`src/rtl/asram_pkg.sv`:
```
package asram_pkg;
  typedef enum logic [2:0] {
    ST_IDLE   = 3'd0,
    ST_READ   = 3'd1,
    ST_WSETUP = 3'd2,
    ST_WPULSE = 3'd3,
    ST_WRECOV = 3'd4
  } asram_state_e;

  function automatic int max_of(input int a, input int b);
    return (a > b) ? a : b;
  endfunction
endpackage

```
`src/rtl/asram_timer.sv`:
```
module asram_timer #(
  parameter int CNT_W = 4
) (
  input  logic             clk,
  input  logic             rst,
  input  logic             load,
  input  logic [CNT_W-1:0] load_val,
  output logic             expired
);
  logic [CNT_W-1:0] cnt;

  always_ff @(posedge clk) begin
    if (rst) begin
      cnt <= '0;
    end else if (load) begin
      cnt <= load_val;
    end else if (cnt != '0) begin
      cnt <= cnt - 1'b1;
    end
  end

  assign expired = (cnt == '0);
endmodule

```
`src/rtl/asram_seq.sv`:
```
module asram_seq
  import asram_pkg::*;
#(
  parameter int RD_CYC    = 2,
  parameter int TURN_CYC  = 1,
  parameter int PULSE_CYC = 1,
  parameter int RECOV_CYC = 1,
  parameter int CNT_W     = 2
) (
  input  logic             clk,
  input  logic             rst,
  input  logic             req_valid,
  input  logic             req_write,
  input  logic             expired,
  output logic             tmr_load,
  output logic [CNT_W-1:0] tmr_val,
  output logic             launch,
  output logic             capture,
  output logic             busy,
  output logic             sel_n,
  output logic             rd_en_n,
  output logic             wr_en_n,
  output logic             drive_en
);
  asram_state_e state, nxt;

  // Next-state and timer loading; every phase lasts its parameter in cycles.
  always_comb begin
    nxt      = state;
    tmr_load = 1'b0;
    tmr_val  = '0;
    launch   = 1'b0;
    capture  = 1'b0;
    case (state)
      ST_IDLE: begin
        if (req_valid) begin
          launch   = 1'b1;
          tmr_load = 1'b1;
          if (req_write) begin
            nxt     = ST_WSETUP;
            tmr_val = CNT_W'(TURN_CYC - 1);
          end else begin
            nxt     = ST_READ;
            tmr_val = CNT_W'(RD_CYC - 1);
          end
        end
      end
      ST_READ: begin
        if (expired) begin
          capture = 1'b1;
          nxt     = ST_IDLE;
        end
      end
      ST_WSETUP: begin
        if (expired) begin
          nxt      = ST_WPULSE;
          tmr_load = 1'b1;
          tmr_val  = CNT_W'(PULSE_CYC - 1);
        end
      end
      ST_WPULSE: begin
        if (expired) begin
          nxt      = ST_WRECOV;
          tmr_load = 1'b1;
          tmr_val  = CNT_W'(RECOV_CYC - 1);
        end
      end
      ST_WRECOV: begin
        if (expired) nxt = ST_IDLE;
      end
      default: nxt = ST_IDLE;
    endcase
  end

  // Pin controls are registered from the next state so they change cleanly on edges.
  always_ff @(posedge clk) begin
    if (rst) begin
      state    <= ST_IDLE;
      busy     <= 1'b0;
      sel_n    <= 1'b1;
      rd_en_n  <= 1'b1;
      wr_en_n  <= 1'b1;
      drive_en <= 1'b0;
    end else begin
      state    <= nxt;
      busy     <= (nxt != ST_IDLE);
      sel_n    <= !((nxt == ST_READ) || (nxt == ST_WSETUP) || (nxt == ST_WPULSE));
      rd_en_n  <= !(nxt == ST_READ);
      wr_en_n  <= !(nxt == ST_WPULSE);
      drive_en <= (nxt == ST_WPULSE) || (nxt == ST_WRECOV);
    end
  end
endmodule

```
`src/rtl/asram_datapath.sv`:
```
module asram_datapath #(
  parameter int ADDR_W = 18,
  parameter int DATA_W = 4
) (
  input  logic              clk,
  input  logic              rst,
  input  logic              launch,
  input  logic              capture,
  input  logic [ADDR_W-1:0] req_addr,
  input  logic [DATA_W-1:0] req_wdata,
  input  logic [DATA_W-1:0] mem_dq_i,
  output logic [ADDR_W-1:0] mem_addr,
  output logic [DATA_W-1:0] mem_dq_o,
  output logic [DATA_W-1:0] rsp_data,
  output logic              rsp_valid
);
  always_ff @(posedge clk) begin
    if (rst) begin
      mem_addr  <= '0;
      mem_dq_o  <= '0;
      rsp_data  <= '0;
      rsp_valid <= 1'b0;
    end else begin
      if (launch) begin
        mem_addr <= req_addr;
        mem_dq_o <= req_wdata;
      end
      if (capture) rsp_data <= mem_dq_i;
      rsp_valid <= capture;
    end
  end
endmodule

```
`src/rtl/asram_ctrl.sv`:
```
module asram_ctrl
  import asram_pkg::*;
#(
  parameter int ADDR_W    = 18,
  parameter int DATA_W    = 4,
  parameter int RD_CYC    = 2,
  parameter int TURN_CYC  = 1,
  parameter int PULSE_CYC = 1,
  parameter int RECOV_CYC = 1
) (
  input  logic              clk,
  input  logic              rst,
  input  logic              req_valid,
  input  logic              req_write,
  input  logic [ADDR_W-1:0] req_addr,
  input  logic [DATA_W-1:0] req_wdata,
  output logic              busy,
  output logic              rsp_valid,
  output logic [DATA_W-1:0] rsp_data,
  output logic              sel_n,
  output logic              rd_en_n,
  output logic              wr_en_n,
  output logic [ADDR_W-1:0] mem_addr,
  output logic [DATA_W-1:0] mem_dq_o,
  input  logic [DATA_W-1:0] mem_dq_i,
  output logic              drive_en
);
  // All phase lengths must be at least one cycle.
  localparam int MAX_CYC = max_of(max_of(RD_CYC, TURN_CYC), max_of(PULSE_CYC, RECOV_CYC));
  localparam int CNT_W   = (MAX_CYC < 2) ? 1 : $clog2(MAX_CYC);

  logic             tmr_load;
  logic [CNT_W-1:0] tmr_val;
  logic             expired;
  logic             launch;
  logic             capture;

  asram_timer #(.CNT_W(CNT_W)) timer_i (
    .clk      (clk),
    .rst      (rst),
    .load     (tmr_load),
    .load_val (tmr_val),
    .expired  (expired)
  );

  asram_seq #(
    .RD_CYC    (RD_CYC),
    .TURN_CYC  (TURN_CYC),
    .PULSE_CYC (PULSE_CYC),
    .RECOV_CYC (RECOV_CYC),
    .CNT_W     (CNT_W)
  ) seq_i (
    .clk       (clk),
    .rst       (rst),
    .req_valid (req_valid),
    .req_write (req_write),
    .expired   (expired),
    .tmr_load  (tmr_load),
    .tmr_val   (tmr_val),
    .launch    (launch),
    .capture   (capture),
    .busy      (busy),
    .sel_n     (sel_n),
    .rd_en_n   (rd_en_n),
    .wr_en_n   (wr_en_n),
    .drive_en  (drive_en)
  );

  asram_datapath #(.ADDR_W(ADDR_W), .DATA_W(DATA_W)) dp_i (
    .clk       (clk),
    .rst       (rst),
    .launch    (launch),
    .capture   (capture),
    .req_addr  (req_addr),
    .req_wdata (req_wdata),
    .mem_dq_i  (mem_dq_i),
    .mem_addr  (mem_addr),
    .mem_dq_o  (mem_dq_o),
    .rsp_data  (rsp_data),
    .rsp_valid (rsp_valid)
  );
endmodule

```
`config.mk`:
```
export PLATFORM = sky130hd
export DESIGN_NAME = asram_ctrl
export DESIGN_NICKNAME = d
export VERILOG_FILES = /design/src/rtl/asram_pkg.sv /design/src/rtl/asram_timer.sv /design/src/rtl/asram_seq.sv /design/src/rtl/asram_datapath.sv /design/src/rtl/asram_ctrl.sv
export SDC_FILE = /design/constraint.sdc
export NUM_CORES = 1
export LEC_CHECK = 0
export BUFFER_PORTS_ARGS = -buffer_cell sky130_fd_sc_hd__buf_2
export CORE_ASPECT_RATIO = 0.6
export CORE_MARGIN = 5
export CORE_UTILIZATION = 30
export DETAILED_ROUTE_END_ITERATION = 7
export SKIP_CTS_REPAIR_TIMING = 1
export SYNTH_ARGS = -nofsm -noshare
export SYNTH_HDL_FRONTEND = slang
export SYNTH_SLANG_ARGS = --single-unit
```
`constraint.sdc`:
```
create_clock -name clk -period 1.9 [get_ports clk]
set_input_delay 0.57 -clock clk [delete_from_list [all_inputs] [get_ports clk]]
set_output_delay 0.57 -clock clk [all_outputs]
set_load 0.05 [all_outputs]
```
==> impl_metrics.env, run 1 <==
export IMPL_powerDensity_mw_per_mm2=1040
export IMPL_clkTransAtPathRegs_ps=70
export IMPL_dieArea_mm2=0.00601
export IMPL_maxCapViolCount=0
export IMPL_antenna_found_initial=0
export IMPL_layout_common_cells="buf_2, nand2_1, dfxtp_1, a21oi_1, clkbuf_8"
export IMPL_critPathMaxStageDelay_ps=570
export IMPL_clk_latency_ps=280
export IMPL_critPathLaunch="seq_i.state[0]"
export IMPL_drc=0
export IMPL_antennaDiodeCount=0
export IMPL_min_path_type="reg -> reg"
export IMPL_start_util=0.320
export IMPL_fin_crit_ps=1480
export IMPL_htreeDepth=2
export IMPL_reg2reg_from="seq_i.state[0]"
export IMPL_cts_tree="built"
export IMPL_hold_depth=2
export IMPL_yosys_area_top_type_share=0.531
export IMPL_fin_setup_tns_ps=0
export IMPL_via_per_inst=4.26
export IMPL_coreArea_mm2=0.00423
export IMPL_syn_area_per_cell_um2=9.10
export IMPL_hold_viol_final=0
export IMPL_grt_usage=0.106
export IMPL_cts_sinks=36
export IMPL_grt_remaining_overflow=0
export IMPL_num_vias=1149
export IMPL_vdd_drop_max_mv=0.358
export IMPL_io_pins=62
export IMPL_maxSlewHeadroom=0.690
export IMPL_critPathKind="reg -> reg"
export IMPL_first_global_vias=1089
export IMPL_dp_hpwl_mm=2.25
export IMPL_portBuffers=61
export IMPL_syn_inst=149
export IMPL_area_growth_pct=31.9
export IMPL_grt_pass1_wl_mm=4.94
export IMPL_crit_path_end_kind="flop"
export IMPL_synth_warning_count=0
export IMPL_routed_wl_mm=3.11
export IMPL_fin_util=0.423
export IMPL_clockRootBuffer="clkbuf_8"
export IMPL_hold_start="dp_i.mem_addr[11]"
export IMPL_slew_viol_final=0
export IMPL_final_cells=270
export IMPL_grt_max_degree=33
export IMPL_rsz0062_at_grt="false"
export IMPL_start_kind="flop"
export IMPL_synth_nets=179
export IMPL_status="complete, no violations"
export IMPL_crit_path_cell_trace="nor4b_4, mux2i_1, nor2_1"
export IMPL_firstDrtPassIters=4
export IMPL_dp_cells=263
export IMPL_fin_skew_ps=5.79
export IMPL_critPathMaxFanout=11
export IMPL_mostFrequentLayoutCell="buf_2"
export IMPL_clockBufferDepth=2
export IMPL_ys_top_cells_by_area="dfxtp_1, nand2_1, a21oi_1"
export IMPL_final_nets=240
export IMPL_seq_area_frac_synth=0.531
export IMPL_fmax_mhz=675
export IMPL_crit_required_ps=2060
export IMPL_netlist_area_mm2=0.00136
export IMPL_numCtsBuffers=5
export IMPL_r2r_setup_slack_ps=420
export IMPL_drtIter0Drc=42
export IMPL_min_to="dp_i.mem_addr[11]"
export IMPL_fp_dieW_um=96.8
export IMPL_yosysUniqueCellTypes=27
export IMPL_die_h_um=62.1
export IMPL_fin_crit_sh=0.780
export IMPL_arrival_ps=1640
export IMPL_setup_viol=0
export IMPL_reg2regPathDepth=3
export IMPL_cp_slowest_cell="dfxtp_1"
export IMPL_drive_gt1_frac=0.371
export IMPL_rr_endpoint="dp_i.rsp_data[1]"
export IMPL_cellLeakagePower_nw=0.818
export IMPL_max_slew_worst_pin_slew_ps=463
export IMPL_wl_per_cell_um=11.5
export IMPL_place_congestion=0.818
export IMPL_yosysTopAreaCell="dfxtp_1"
export IMPL_drtAntennaViolNets=0
export IMPL_ys_ff_latch=36
export IMPL_rows=18
## metal layers
metal,track usage,vias up,wire [µm]
li1,-,611,-
met1,0.141,493,1560
met3,0.0580,5,281
met5,0,-,0
met4,0.0420,0,30
met2,0.141,40,1240
## synthesized netlist by cell type (all sizes together)
| library cell | count |
|---|---|
| a21oi | 25 |
| nand3 | 1 |
| mux2i | 4 |
| nand3b | 1 |
| or2b | 1 |
| nand4bb | 1 |
| nand2b | 2 |
| nand2 | 45 |
| nor2 | 6 |
| o311ai | 1 |
| dfxtp | 36 |
| o21ai | 1 |
| o221a | 1 |
| nor3b | 1 |
| a2bb2oi | 1 |
| nor3 | 2 |
| buf | 8 |
| or4b | 1 |
| nor2b | 2 |
| nor4b | 2 |
| o311a | 1 |
| or3b | 1 |
| inv | 1 |
| clkbuf | 4 |
## cells by family (layout without fill, tap and decap cells)
| family | count (synthesis) | in the layout | share of synthesized area |
|---|---|---|---|
| AOI/OAI and AO/OA | 30 | 30 | 0.125 |
| DFF | 36 | 36 | 0.531 |
| muxes | 4 | 4 | 0.0295 |
| and+or+nand+nor | 66 | 66 | 0.252 |
| buffers and inverters | 13 | 74 | 0.0627 |
## worst max-delay path by stage
stage                       endpoint  depth (start not counted)  slack [ps]
finish              dp_i.rsp_data[1]                          3         420
global route        dp_i.rsp_data[2]                          3         330
CTS                 dp_i.rsp_data[2]                          3         420
detailed placement  dp_i.mem_dq_o[0]                          5         240
global placement    dp_i.mem_dq_o[0]                          5         270
floorplan           dp_i.mem_addr[2]                          5         390
## power breakdown
| part | internal [mW] | total (mW) | switching (mW) |
|---|---|---|---|
| combinational | 0.131 | 0.448 | 0.318 |
| sequential | 0.815 | 0.848 | 0.0330 |
| clock | 0.322 | 0.564 | 0.242 |
## worst max-delay path: cells and delay by family (launching register included)
kind	cells	cell delay [ps]
flip-flops	1	570
multiplexers	1	240
AND/OR/NAND/NOR	2	550
## flip-flops by register name (all words and copies together), names as in the netlist
register / flops
dp_i.mem_addr: 18
seq_i.state: 3
dp_i.rsp_valid: 1
timer_i.cnt: 1
dp_i.mem_dq_o: 4
seq_i.wr_en_n: 1
dp_i.rsp_data: 4
seq_i.rd_en_n: 1
seq_i.sel_n: 1
seq_i.drive_en: 1
seq_i.busy: 1
## stage by stage
step                hold WS (ps)  power (mW)  area (µm²)  worst slack [ps]
global placement             441        1.32        1690               265
CTS                          454        1.89        1790               416
detailed placement           446        1.32        1690               243
global route                 478        1.97        1790               333
floorplan                    556        1.21        1360               394
finish                       453        1.86        1790               418
## layout make-up
type	instances	area, µm²
multi-input combinational	100	551
clock buffer	7	96.3
timing repair buffer	66	343
inverter	1	3.75
fill	445	2440
tap	60	75.1
sequential	36	721
Power figures use the tool's default switching activity.
==> inputs of run 2 (changes only) <==
==> constraint.sdc (replaced) <==
create_clock -name clk -period 1.39 [get_ports clk]
set_input_delay 0.417 -clock clk [delete_from_list [all_inputs] [get_ports clk]]
set_output_delay 0.417 -clock clk [all_outputs]
set_load 0.05 [all_outputs]
==> run 2 against run 1 <==
Total power is 38% higher. Non-clock buffer count rose by 8. Hold slack got worse by 87 ps. First-iteration DRC count decreased by 2.4%. Clock skew about the same. Wire length is 9.5% higher. Combinational power rose by 48%. Register-to-register slack worse by 350 ps. Flip-flop and latch count stayed put. Die area unchanged. Fmax up 12%. Setup slack lost 350 ps. Largest cell class unchanged.
==> impl_metrics.env, run 2 (synthesis results as in run 1) <==
export IMPL_status="complete, no violations"
export IMPL_largest_reg_flops=18
export IMPL_maxSlewHeadroom=0.767
export IMPL_dp_hpwl_mm=2.56
export IMPL_start_util=0.320
export IMPL_via_per_inst=4.35
export IMPL_arrival_ps=1480
export IMPL_fin_area_mm2=0.00185
export IMPL_cellLeakagePower_nw=0.856
export IMPL_top_regs="dp_i.mem_addr (18), dp_i.mem_dq_o (4), dp_i.rsp_data (4)"
export IMPL_layout_common_cells="buf_2, nand2_1, dfxtp_1, a21oi_1, buf_4"
export IMPL_rr_endpoint="dp_i.mem_addr[9]"
export IMPL_rows=18
export IMPL_fin_crit_sh=0.951
export IMPL_hold_depth=3
export IMPL_drtIter0Drc=41
export IMPL_clkTransAtPathRegs_ps=70
export IMPL_place_congestion=0.822
export IMPL_drc=0
export IMPL_htreeDepth=2
export IMPL_cts_tree="built"
export IMPL_drtAntennaViolNets=0
export IMPL_slew_viol_final=0
export IMPL_crit_path_end_kind="flop"
export IMPL_rsz0062_at_grt="true"
export IMPL_first_global_vias=1139
export IMPL_multi_input_area_um2=551
export IMPL_area_growth_pct=36.7
export IMPL_maxCapViolCount=0
export IMPL_die_h_um=62.1
export IMPL_reg2reg_from="seq_i.state[1]"
export IMPL_hold_viol_final=0
export IMPL_grt_usage=0.118
export IMPL_final_nets=248
export IMPL_fp_dieW_um=96.8
export IMPL_vdd_drop_max_mv=0.449
export IMPL_grt_remaining_overflow=0
export IMPL_place_area_mm2=0.00175
export IMPL_seq_area_um2=721
export IMPL_clockBufferDepth=2
export IMPL_fin_crit_ps=1320
export IMPL_powerDensity_mw_per_mm2=1390
export IMPL_max_slew_worst_pin_slew_ps=349
export IMPL_dieArea_mm2=0.00601
export IMPL_hold_start="req_wdata[3]"
export IMPL_min_to="dp_i.mem_dq_o[3]"
export IMPL_whs_ps=366
export IMPL_critPathKind="reg -> reg"
export IMPL_coreArea_mm2=0.00423
export IMPL_antennaDiodeCount=0
export IMPL_reg2regPathDepth=4
export IMPL_numCtsBuffers=5
export IMPL_fill_cells=454
export IMPL_clockRootBuffer="clkbuf_8"
export IMPL_power_mw=2.57
export IMPL_critPathMaxFanout=23
export IMPL_top_register="dp_i.mem_addr"
export IMPL_num_vias=1215
export IMPL_drive_gt1_frac=0.393
export IMPL_fmax_mhz=756
export IMPL_mostFrequentLayoutCell="buf_2"
export IMPL_firstDrtPassIters=4
export IMPL_r2r_setup_slack_ps=70
export IMPL_portBuffers=61
export IMPL_grt_pass1_wl_mm=5.50
export IMPL_routed_wl_mm=3.40
export IMPL_start_kind="flop"
export IMPL_clk_latency_ps=280
export IMPL_grt_max_degree=33
export IMPL_setup_viol=0
export IMPL_cts_sinks=36
export IMPL_crit_required_ps=1540
export IMPL_wl_per_cell_um=12.2
export IMPL_fin_skew_ps=5.88
export IMPL_io_pins=62
export IMPL_antenna_found_initial=0
export IMPL_min_path_type="in -> reg"
==> run 2: changes by cell type in the layout (fill, tap and decap cells not counted), sizes merged <==
cell / previous run / this run
buf: 66 / 74
clkinvlp: 0 / 1
==> run 2: metrics by stage <==
step | setup TNS, ps | util | setup WS [ps] | instances
2_1_floorplan | 0 | - | 37.4 | 149
3_3_place_gp | -1750 | 0.414 | -85.7 | 271
3_5_place_dp | -2070 | 0.414 | -106 | 271
4_1_cts | 0 | 0.436 | 48.5 | 279
5_1_grt | -82.2 | 0.438 | -17.8 | 279
6_report | 0 | 0.438 | 67.5 | 279
==> run 2: final cells by class <==
type	instances	share of cell area
Sequential cell	36	0.389
Multi-Input combinational cell	100	0.297
Timing Repair Buffer	74	0.221
Clock buffer	7	0.0466
Tap cell	60	0.0405
Clock inverter	1	0.00405
Inverter	1	0.00202
==> run 2: worst max path at each step <==
stage | start | to | slack [ps] | depth (start not counted)
after floorplan | req_valid | dp_i.mem_addr[2] | 40 | 5
after detailed placement | req_valid | dp_i.mem_addr[9] | -110 | 5
after CTS | dp_i.mem_addr[6] | mem_addr[6] | 50 | 1
after global routing | seq_i.state[2] | dp_i.mem_addr[6] | -20 | 5
after global placement | req_valid | dp_i.mem_addr[3] | -90 | 5
final | seq_i.state[1] | dp_i.mem_addr[9] | 70 | 4
==> run 2: worst max-delay path, cell delays in order, from the launching register on <==
cell     delay (ps)
dfxtp_1         330
or4b_1          530
buf_6           190
nand2_1          80
a21oi_1          60
==> run 2: power by group <==
group / switching [mW] / internal (mW) / leakage (nW)
Sequential: 0.0387 / 1.11 / 0.295
Clock: 0.356 / 0.402 / 0.0445
Combinational: 0.453 / 0.210 / 0.516
Total: 0.848 / 1.73 / 0.856
==> run 2: metal layers <==
| metal | share of wire | global-route usage | wire [µm] |
|---|---|---|---|
| met1 | 0.48 | 0.155 | 1640 |
| met3 | 0.089 | 0.0580 | 303 |
| met2 | 0.42 | 0.171 | 1440 |
| met5 | 0 | 0 | 0 |
| met4 | 0.0059 | 0.0360 | 20 |
